==> src/rtl/rsm_pkg.sv <==
package rsm_pkg;

  typedef enum logic [1:0] {
    OP_RESET = 2'd0,
    OP_WBYTE = 2'd1,
    OP_RBIT  = 2'd2,
    OP_WBIT  = 2'd3
  } rsm_op_e;

  typedef enum logic [3:0] {
    S_IDLE,
    S_RST_REQ,
    S_RST_WAIT,
    S_CMD_REQ,
    S_CMD_WAIT,
    S_RDT_REQ,
    S_RDT_WAIT,
    S_RDC_REQ,
    S_RDC_WAIT,
    S_WR_REQ,
    S_WR_WAIT
  } rsm_state_e;

  localparam logic [7:0] CMD_SEARCH_ALL   = 8'hF0;
  localparam logic [7:0] CMD_SEARCH_ALARM = 8'hEC;

endpackage

==> src/rtl/rsm_branch.sv <==
// Branch decision for one identifier bit from the true/complement pair.
module rsm_branch #(
  parameter int POS_W = 7
) (
  input  logic             t_bit_i,
  input  logic             c_bit_i,
  input  logic [POS_W-1:0] pos_i,
  input  logic [POS_W-1:0] last_disc_i,
  input  logic             prev_bit_i,
  output logic             dir_o,
  output logic             none_o,
  output logic             zero_disc_o
);

  logic clash;

  assign clash  = ~t_bit_i & ~c_bit_i;
  assign none_o = t_bit_i & c_bit_i;

  always_comb begin
    dir_o = t_bit_i;
    if (clash) begin
      if (pos_i < last_disc_i)       dir_o = prev_bit_i;
      else if (pos_i == last_disc_i) dir_o = 1'b1;
      else                           dir_o = 1'b0;
    end
  end

  assign zero_disc_o = clash & ~dir_o;

endmodule

==> src/rtl/rsm_idreg.sv <==
// Identifier under construction plus the identifier of the previous pass.
module rsm_idreg #(
  parameter int ID_W  = 64,
  parameter int IDX_W = 6
) (
  input  logic             clk,
  input  logic             rst_n,
  input  logic             wr_en_i,
  input  logic [IDX_W-1:0] wr_idx_i,
  input  logic             wr_bit_i,
  input  logic             commit_i,
  output logic [ID_W-1:0]  cur_o,
  output logic [ID_W-1:0]  prev_o
);

  logic [ID_W-1:0] cur_q;
  logic [ID_W-1:0] prev_q;

  for (genvar g = 0; g < ID_W; g++) begin : g_bit
    always_ff @(posedge clk or negedge rst_n) begin
      if (!rst_n)                                   cur_q[g] <= 1'b0;
      else if (wr_en_i && wr_idx_i == IDX_W'(g))    cur_q[g] <= wr_bit_i;
    end
  end

  always_ff @(posedge clk or negedge rst_n) begin
    if (!rst_n)        prev_q <= '0;
    else if (commit_i) prev_q <= cur_q;
  end

  assign cur_o  = cur_q;
  assign prev_o = prev_q;

endmodule

==> src/rtl/rsm_seq.sv <==
// Pass sequencer: transaction ordering, per-pass and cross-pass state.
module rsm_seq
  import rsm_pkg::*;
#(
  parameter int ID_W  = 64,
  parameter int IDX_W = 6,
  parameter int POS_W = 7
) (
  input  logic             clk,
  input  logic             rst_n,
  input  logic             start_valid_i,
  output logic             start_ready_o,
  input  logic             alarm_i,
  input  logic             first_i,
  output logic             txn_valid_o,
  input  logic             txn_ready_i,
  output logic [1:0]       txn_op_o,
  output logic [7:0]       txn_wdata_o,
  input  logic             rsp_valid_i,
  input  logic             rsp_bit_i,
  input  logic             dir_i,
  input  logic             none_i,
  input  logic             zero_disc_i,
  output logic             tbit_o,
  output logic [IDX_W-1:0] idx_o,
  output logic [POS_W-1:0] pos_o,
  output logic [POS_W-1:0] last_disc_o,
  output logic             id_wr_o,
  output logic             id_commit_o,
  output logic             done_o,
  output logic             last_dev_o,
  output logic             no_dev_o
);

  localparam logic [IDX_W-1:0] LAST_IDX = IDX_W'(ID_W - 1);

  rsm_state_e       state_q;
  logic [IDX_W-1:0] idx_q;
  logic             tbit_q;
  logic             dir_q;
  logic [7:0]       cmd_q;
  logic [POS_W-1:0] last_disc_q;
  logic [POS_W-1:0] last_zero_q;
  logic             last_dev_q;
  logic             no_dev_q;
  logic             done_q;
  logic             start_fire;
  logic             pair_ok;
  logic             pair_bad;
  logic             bit_done;
  rsm_op_e          op;

  assign start_fire = start_valid_i && (state_q == S_IDLE);
  assign pair_ok    = (state_q == S_RDC_WAIT) && rsp_valid_i && !none_i;
  assign pair_bad   = (state_q == S_RDC_WAIT) && rsp_valid_i && none_i;
  assign bit_done   = (state_q == S_WR_WAIT) && rsp_valid_i;
  assign pos_o      = POS_W'(idx_q) + POS_W'(1);

  // Request side: one operation per request state
  always_comb begin
    txn_valid_o = 1'b1;
    op          = OP_RBIT;
    txn_wdata_o = 8'h00;
    unique case (state_q)
      S_RST_REQ: op = OP_RESET;
      S_CMD_REQ: begin
        op          = OP_WBYTE;
        txn_wdata_o = cmd_q;
      end
      S_RDT_REQ, S_RDC_REQ: op = OP_RBIT;
      S_WR_REQ: begin
        op          = OP_WBIT;
        txn_wdata_o = {7'b0, dir_q};
      end
      default: txn_valid_o = 1'b0;
    endcase
  end
  assign txn_op_o = op;

  always_ff @(posedge clk or negedge rst_n) begin
    if (!rst_n) begin
      state_q     <= S_IDLE;
      idx_q       <= '0;
      tbit_q      <= 1'b0;
      dir_q       <= 1'b0;
      cmd_q       <= CMD_SEARCH_ALL;
      last_disc_q <= '0;
      last_zero_q <= '0;
      last_dev_q  <= 1'b0;
      no_dev_q    <= 1'b0;
      done_q      <= 1'b0;
    end else begin
      done_q <= 1'b0;
      unique case (state_q)
        S_IDLE: begin
          if (start_fire) begin
            if (first_i || last_dev_q) last_disc_q <= '0;
            last_dev_q  <= 1'b0;
            no_dev_q    <= 1'b0;
            cmd_q       <= alarm_i ? CMD_SEARCH_ALARM : CMD_SEARCH_ALL;
            idx_q       <= '0;
            last_zero_q <= '0;
            state_q     <= S_RST_REQ;
          end else if (first_i) begin
            last_disc_q <= '0;
            last_dev_q  <= 1'b0;
          end
        end
        S_RST_REQ:  if (txn_ready_i) state_q <= S_RST_WAIT;
        S_RST_WAIT: begin
          if (rsp_valid_i) begin
            if (rsp_bit_i) begin
              state_q <= S_CMD_REQ;
            end else begin
              no_dev_q <= 1'b1;
              done_q   <= 1'b1;
              state_q  <= S_IDLE;
            end
          end
        end
        S_CMD_REQ:  if (txn_ready_i) state_q <= S_CMD_WAIT;
        S_CMD_WAIT: if (rsp_valid_i) state_q <= S_RDT_REQ;
        S_RDT_REQ:  if (txn_ready_i) state_q <= S_RDT_WAIT;
        S_RDT_WAIT: begin
          if (rsp_valid_i) begin
            tbit_q  <= rsp_bit_i;
            state_q <= S_RDC_REQ;
          end
        end
        S_RDC_REQ:  if (txn_ready_i) state_q <= S_RDC_WAIT;
        S_RDC_WAIT: begin
          if (pair_bad) begin
            no_dev_q <= 1'b1;
            done_q   <= 1'b1;
            state_q  <= S_IDLE;
          end else if (pair_ok) begin
            dir_q <= dir_i;
            if (zero_disc_i) last_zero_q <= pos_o;
            state_q <= S_WR_REQ;
          end
        end
        S_WR_REQ:   if (txn_ready_i) state_q <= S_WR_WAIT;
        S_WR_WAIT: begin
          if (bit_done) begin
            if (idx_q == LAST_IDX) begin
              last_disc_q <= last_zero_q;
              last_dev_q  <= (last_zero_q == '0);
              done_q      <= 1'b1;
              state_q     <= S_IDLE;
            end else begin
              idx_q   <= idx_q + IDX_W'(1);
              state_q <= S_RDT_REQ;
            end
          end
        end
        default: state_q <= S_IDLE;
      endcase
    end
  end

  assign start_ready_o = (state_q == S_IDLE);
  assign tbit_o        = tbit_q;
  assign idx_o         = idx_q;
  assign last_disc_o   = last_disc_q;
  assign id_wr_o       = pair_ok;
  assign id_commit_o   = bit_done && (idx_q == LAST_IDX);
  assign done_o        = done_q;
  assign last_dev_o    = last_dev_q;
  assign no_dev_o      = no_dev_q;

endmodule

==> src/rtl/rom_search_master.sv <==
// Top: ROM search master engine over a bit-level transaction port.
module rom_search_master #(
  parameter int ID_W = 64
) (
  input  logic            clk,
  input  logic            rst_n,
  input  logic            start_valid_i,
  output logic            start_ready_o,
  input  logic            alarm_i,
  input  logic            first_i,
  output logic            txn_valid_o,
  input  logic            txn_ready_i,
  output logic [1:0]      txn_op_o,
  output logic [7:0]      txn_wdata_o,
  input  logic            rsp_valid_i,
  input  logic            rsp_bit_i,
  output logic            done_o,
  output logic [ID_W-1:0] id_o,
  output logic            last_dev_o,
  output logic            no_dev_o
);

  localparam int IDX_W = (ID_W > 2) ? $clog2(ID_W) : 1;
  localparam int POS_W = IDX_W + 1;

  logic             dir;
  logic             none;
  logic             zero_disc;
  logic             tbit;
  logic [IDX_W-1:0] idx;
  logic [POS_W-1:0] pos;
  logic [POS_W-1:0] last_disc;
  logic             id_wr;
  logic             id_commit;
  logic [ID_W-1:0]  cur_id;
  logic [ID_W-1:0]  prev_id;

  rsm_seq #(
    .ID_W (ID_W),
    .IDX_W(IDX_W),
    .POS_W(POS_W)
  ) u_seq (
    .clk          (clk),
    .rst_n        (rst_n),
    .start_valid_i(start_valid_i),
    .start_ready_o(start_ready_o),
    .alarm_i      (alarm_i),
    .first_i      (first_i),
    .txn_valid_o  (txn_valid_o),
    .txn_ready_i  (txn_ready_i),
    .txn_op_o     (txn_op_o),
    .txn_wdata_o  (txn_wdata_o),
    .rsp_valid_i  (rsp_valid_i),
    .rsp_bit_i    (rsp_bit_i),
    .dir_i        (dir),
    .none_i       (none),
    .zero_disc_i  (zero_disc),
    .tbit_o       (tbit),
    .idx_o        (idx),
    .pos_o        (pos),
    .last_disc_o  (last_disc),
    .id_wr_o      (id_wr),
    .id_commit_o  (id_commit),
    .done_o       (done_o),
    .last_dev_o   (last_dev_o),
    .no_dev_o     (no_dev_o)
  );

  rsm_branch #(
    .POS_W(POS_W)
  ) u_branch (
    .t_bit_i    (tbit),
    .c_bit_i    (rsp_bit_i),
    .pos_i      (pos),
    .last_disc_i(last_disc),
    .prev_bit_i (prev_id[idx]),
    .dir_o      (dir),
    .none_o     (none),
    .zero_disc_o(zero_disc)
  );

  rsm_idreg #(
    .ID_W (ID_W),
    .IDX_W(IDX_W)
  ) u_idreg (
    .clk     (clk),
    .rst_n   (rst_n),
    .wr_en_i (id_wr),
    .wr_idx_i(idx),
    .wr_bit_i(dir),
    .commit_i(id_commit),
    .cur_o   (cur_id),
    .prev_o  (prev_id)
  );

  assign id_o = cur_id;

endmodule

==> config.mk <==
export PLATFORM = sky130hd
export DESIGN_NAME = rom_search_master
export DESIGN_NICKNAME = d
export VERILOG_FILES = /design/src/rtl/rsm_pkg.sv /design/src/rtl/rsm_branch.sv /design/src/rtl/rsm_idreg.sv /design/src/rtl/rsm_seq.sv /design/src/rtl/rom_search_master.sv
export SDC_FILE = /design/constraint.sdc
export NUM_CORES = 1
export LEC_CHECK = 0
export BUFFER_PORTS_ARGS = -buffer_cell sky130_fd_sc_hd__buf_4
export CORE_ASPECT_RATIO = 0.8
export CORE_MARGIN = 1
export CORE_UTILIZATION = 53
export CTS_CLUSTER_DIAMETER = 40
export CTS_CLUSTER_SIZE = 25
export DETAILED_ROUTE_END_ITERATION = 7
export HOLD_SLACK_MARGIN = 0.02
export PLACE_DENSITY_LB_ADDON = 0.2
export REMOVE_ABC_BUFFERS = 1
export SETUP_SLACK_MARGIN = 0.3
export SYNTH_ARGS = -nofsm -noshare
export SYNTH_HDL_FRONTEND = slang
export SYNTH_SLANG_ARGS = --single-unit
export TNS_END_PERCENT = 20
==> constraint.sdc <==
create_clock -name clk -period 2.9 [get_ports clk]
set_clock_uncertainty 0.1 [all_clocks]
set_input_delay 0.58 -clock clk [delete_from_list [all_inputs] [get_ports clk]]
set_output_delay 0.58 -clock clk [all_outputs]
set_load 0.01 [all_outputs]
==> impl_results.md <==
* Max Cap Viol at 0
* Area post-placement at 8460 µm²
* Internal at 5.04 mW
* Mapped Avg Cell Area at 11.3 µm²
* Post-DRT Antenna Nets at 0
* WS Path Type: register to register
* Clk slew on worst S/H paths at roughly 0.06 ns
* Most common cell after layout, fill and taps aside: dfrtp_1
* Clk buf depth at 2
* Tcrit/Tclk final at 109%
* Placed cells at 913
* Clock sinks at 159
* PnR worst setup slack at -0.254 ns
* Syn-to-layout area delta at 28.8%
* Design area at 9690 µm²
* Share of layout cells above drive strength 1 at between 30% and 40%
* Root buffer cell: clkbuf_16
* Non-filler cells, final at 970
* DRT iter0 DRCs at 408
* RSZ-0062 raised after global routing: true
* Avg Vias per Cell at 6.09
* TritonCTS clock tree: built
* PD cells at 775 nW/µm²
* Io pins at 87
* DIE HEIGHT at approximately 110 µm
* Largest net degree at the start of global routing at 67
* Reg power frac at 33.0%
* WL per Instance at 20.8 µm
* Crit path largest cell delay at 0.44 ns
* Pins over their slew limit at 0
* Mapped cell area at about 7500 µm²
* Starting Density at 54.9%
* Family with the most delay on the worst path: compound AO/OA/AOI/OAI gates
* # diodes at 0
* GRT Overall Usage at between 20 and 30%
* CP max-delay cell: dfrtp_2
* Final WL at just over 20000 µm
* Switching share of power at 32.8%
* Final setup violation count at 72
* Final hold vios at 0
* Most frequent cells in the layout: dfrtp_1 (157), buf_4 (129), o21ai_0 (73), mux2_2 (68), nand2_1 (52)
* Part of the power in combinational logic at 36.8%
* Power Total at 7.51 mW
* Predominant post-synthesis flop cell: dfrtp_1
* PortBufs at 85
* Vias at between 5k and 6k
* Critical Path Fanout Max at 4
* Initial antenna violation count at 0
* Switching Power at 2.46 mW
* CP Buf/Inv Count at 3
* Number of flops mapped to enable cells by yosys at 0
* DRC violations left at 0
* Overflow after GRT at 0
* Worst-margin pin slew at 0.651 ns
* Inserted Clock Buffers at 17
* Post-layout minimum cycle time at approximately 3.2 ns
* CTS H-Tree Depth at 4
* Synth Warn # at 0
* Relative slew slack at 56.6%
* Post-synthesis register bit count at 159
* First-pass GRT wire length at 31200 µm
* Critical path, cell by cell: ha_4, and3_4, xnor2_2, ha_1, a21oi_2, nor2_1, a211oi_2, and2_4, or2_4, a31oi_4, buf_6, buf_12, clkbuf_16, o31ai_1
* Synth unique cells at between 50 and 60
* Clock group share of total power at 30.2%
* Std cell rows at 38
* Type of origin of the critical path: register
* Seq/Total Area, Yosys at 52.9%
* Failing checks: setup timing
* Critical path required time at 3.13 ns
* Number of global-route vias before repair at 5662
* Area of the core at 13700 µm²
* Asr flop ratio synth at 100%
* Critical Path Start: u_seq.idx_o[0]$_DFFE_PN0P_
* Setup WS pre-CTS at -0.225 ns
* Status: complete, but fails checks
* Cells after synthesis at 663
* DRT Pass-1 Iters at 5
* Hold Crit Class: input pin to async pin
* Peak supply drop at 0.504 mV
* Worst EP arrival at 3.38 ns
* GPL Wtd Cong at 0.894
* Die Span X at 135 µm
* Latest clock arrival within the worst-skew pair at ~0.42 ns
* HPWL Detailed at 12700 µm
* Leakage at 4.56 nW
* Reg2reg start: u_seq.idx_o[0]$_DFFE_PN0P_
* Final net count at around 800
* Maximum clock frequency at 317 MHz
* Util after Layout at 70.8%
* Crit end category: register
* Die area at 14700 µm²
* # hold bufs at CTS at 0
logic make-up after synthesis:
| logic type | synth area share, % |
|---|---|
| other | 0.0499 |
| buffers and inverters | 4.87 |
| AO/OA/AOI/OAI | 14.8 |
| flip-flops | 52.9 |
| adder cells (fa/ha/maj) | 1.83 |
| AND/OR/NAND/NOR | 9.81 |
| XOR/XNOR | 0.582 |
| multiplexers | 15.2 |
synth_stat cells, drive strengths merged (11+ instances only):
master,number,area [µm²]
dfrtp,158,3950
nor2,14,52.6
mux2,69,777
o21ai,86,430
inv,20,75.1
nand2,52,195
ha,11,138
nand3,38,190
o31ai,51,383
clkbuf,29,110
mux4,13,293
buf,25,178
power groups by stage:
stage	registers [mW]	logic, mW	clock network (mW)
after floorplan	2.55	0.918	0
after global placement	2.49	1.72	0
after detailed placement	2.49	1.79	0
after CTS	2.46	2.52	2.29
after global routing	2.49	2.92	2.40
final	2.48	2.76	2.27
repair_timing:
action                                  in CTS  in global routing
pin swaps                                   16                 21
cloned                                       4                  1
gates resized for setup                     38                 28
hold endpoints to repair                     0                  0
setup buffers                               12                  8
endpoints found under the setup margin      72                 76
metal layers:
| metal | up-vias | global-route usage (%) | share of wire (%) |
|---|---|---|---|
| met2 | 266 | 43.5 | 47 |
| met1 | 2946 | 39.5 | 43 |
| li1 | 2653 | - | - |
| met5 | - | 1.74 | 0 |
| met4 | 0 | 11.9 | 2.6 |
| met3 | 45 | 6.66 | 7.0 |
metrics by stage:
step	hold WS [ns]	setup TNS [ns]
finish	0.0483	-12.77
detailed placement	0.368	-12.64
global placement	0.368	-0.458
global route	0.0900	-17.99
floorplan	0.184	-213.99
CTS	0.0750	-1.11
worst paths after layout:
kind | cells after the start | endpoint | slack, ns
min | 1 | u_idreg.prev_o[28]$_DFFE_PN0P_ | 0.05
max in group asynchronous | 2 | u_seq.cmd_q[4]$_DFFE_PN1P_ | 1.85
min reg2reg | 2 | u_seq.dir_q$_DFFE_PN0P_ | 0.37
min in group clk | 2 | u_seq.cmd_q[4]$_DFFE_PN1P_ | 0.24
max | 14 | u_idreg.cur_o[58]$_DFFE_PN0P_ | -0.25
max reg2reg | 14 | u_idreg.cur_o[58]$_DFFE_PN0P_ | -0.25
registers in the layout, summed over array words and instances, names as in the netlist, 2 cells and up:
name               cells
u_seq.last_zero_q      7
u_seq.state_q          4
u_seq.last_disc_o      7
u_seq.idx_o            6
u_idreg.prev_o        64
u_idreg.cur_o         64
u_seq.cmd_q            2
area by class of cell:
cell class | instances | area [µm²]
fill | 967 | 4000
sequential | 159 | 3980
multi-input combinational | 429 | 3460
timing repair buffer | 149 | 1340
clock buffer | 21 | 460
tap | 180 | 225
clock inverter | 11 | 139
inverter | 21 | 78.8
Power figures use the tool's default switching activity.
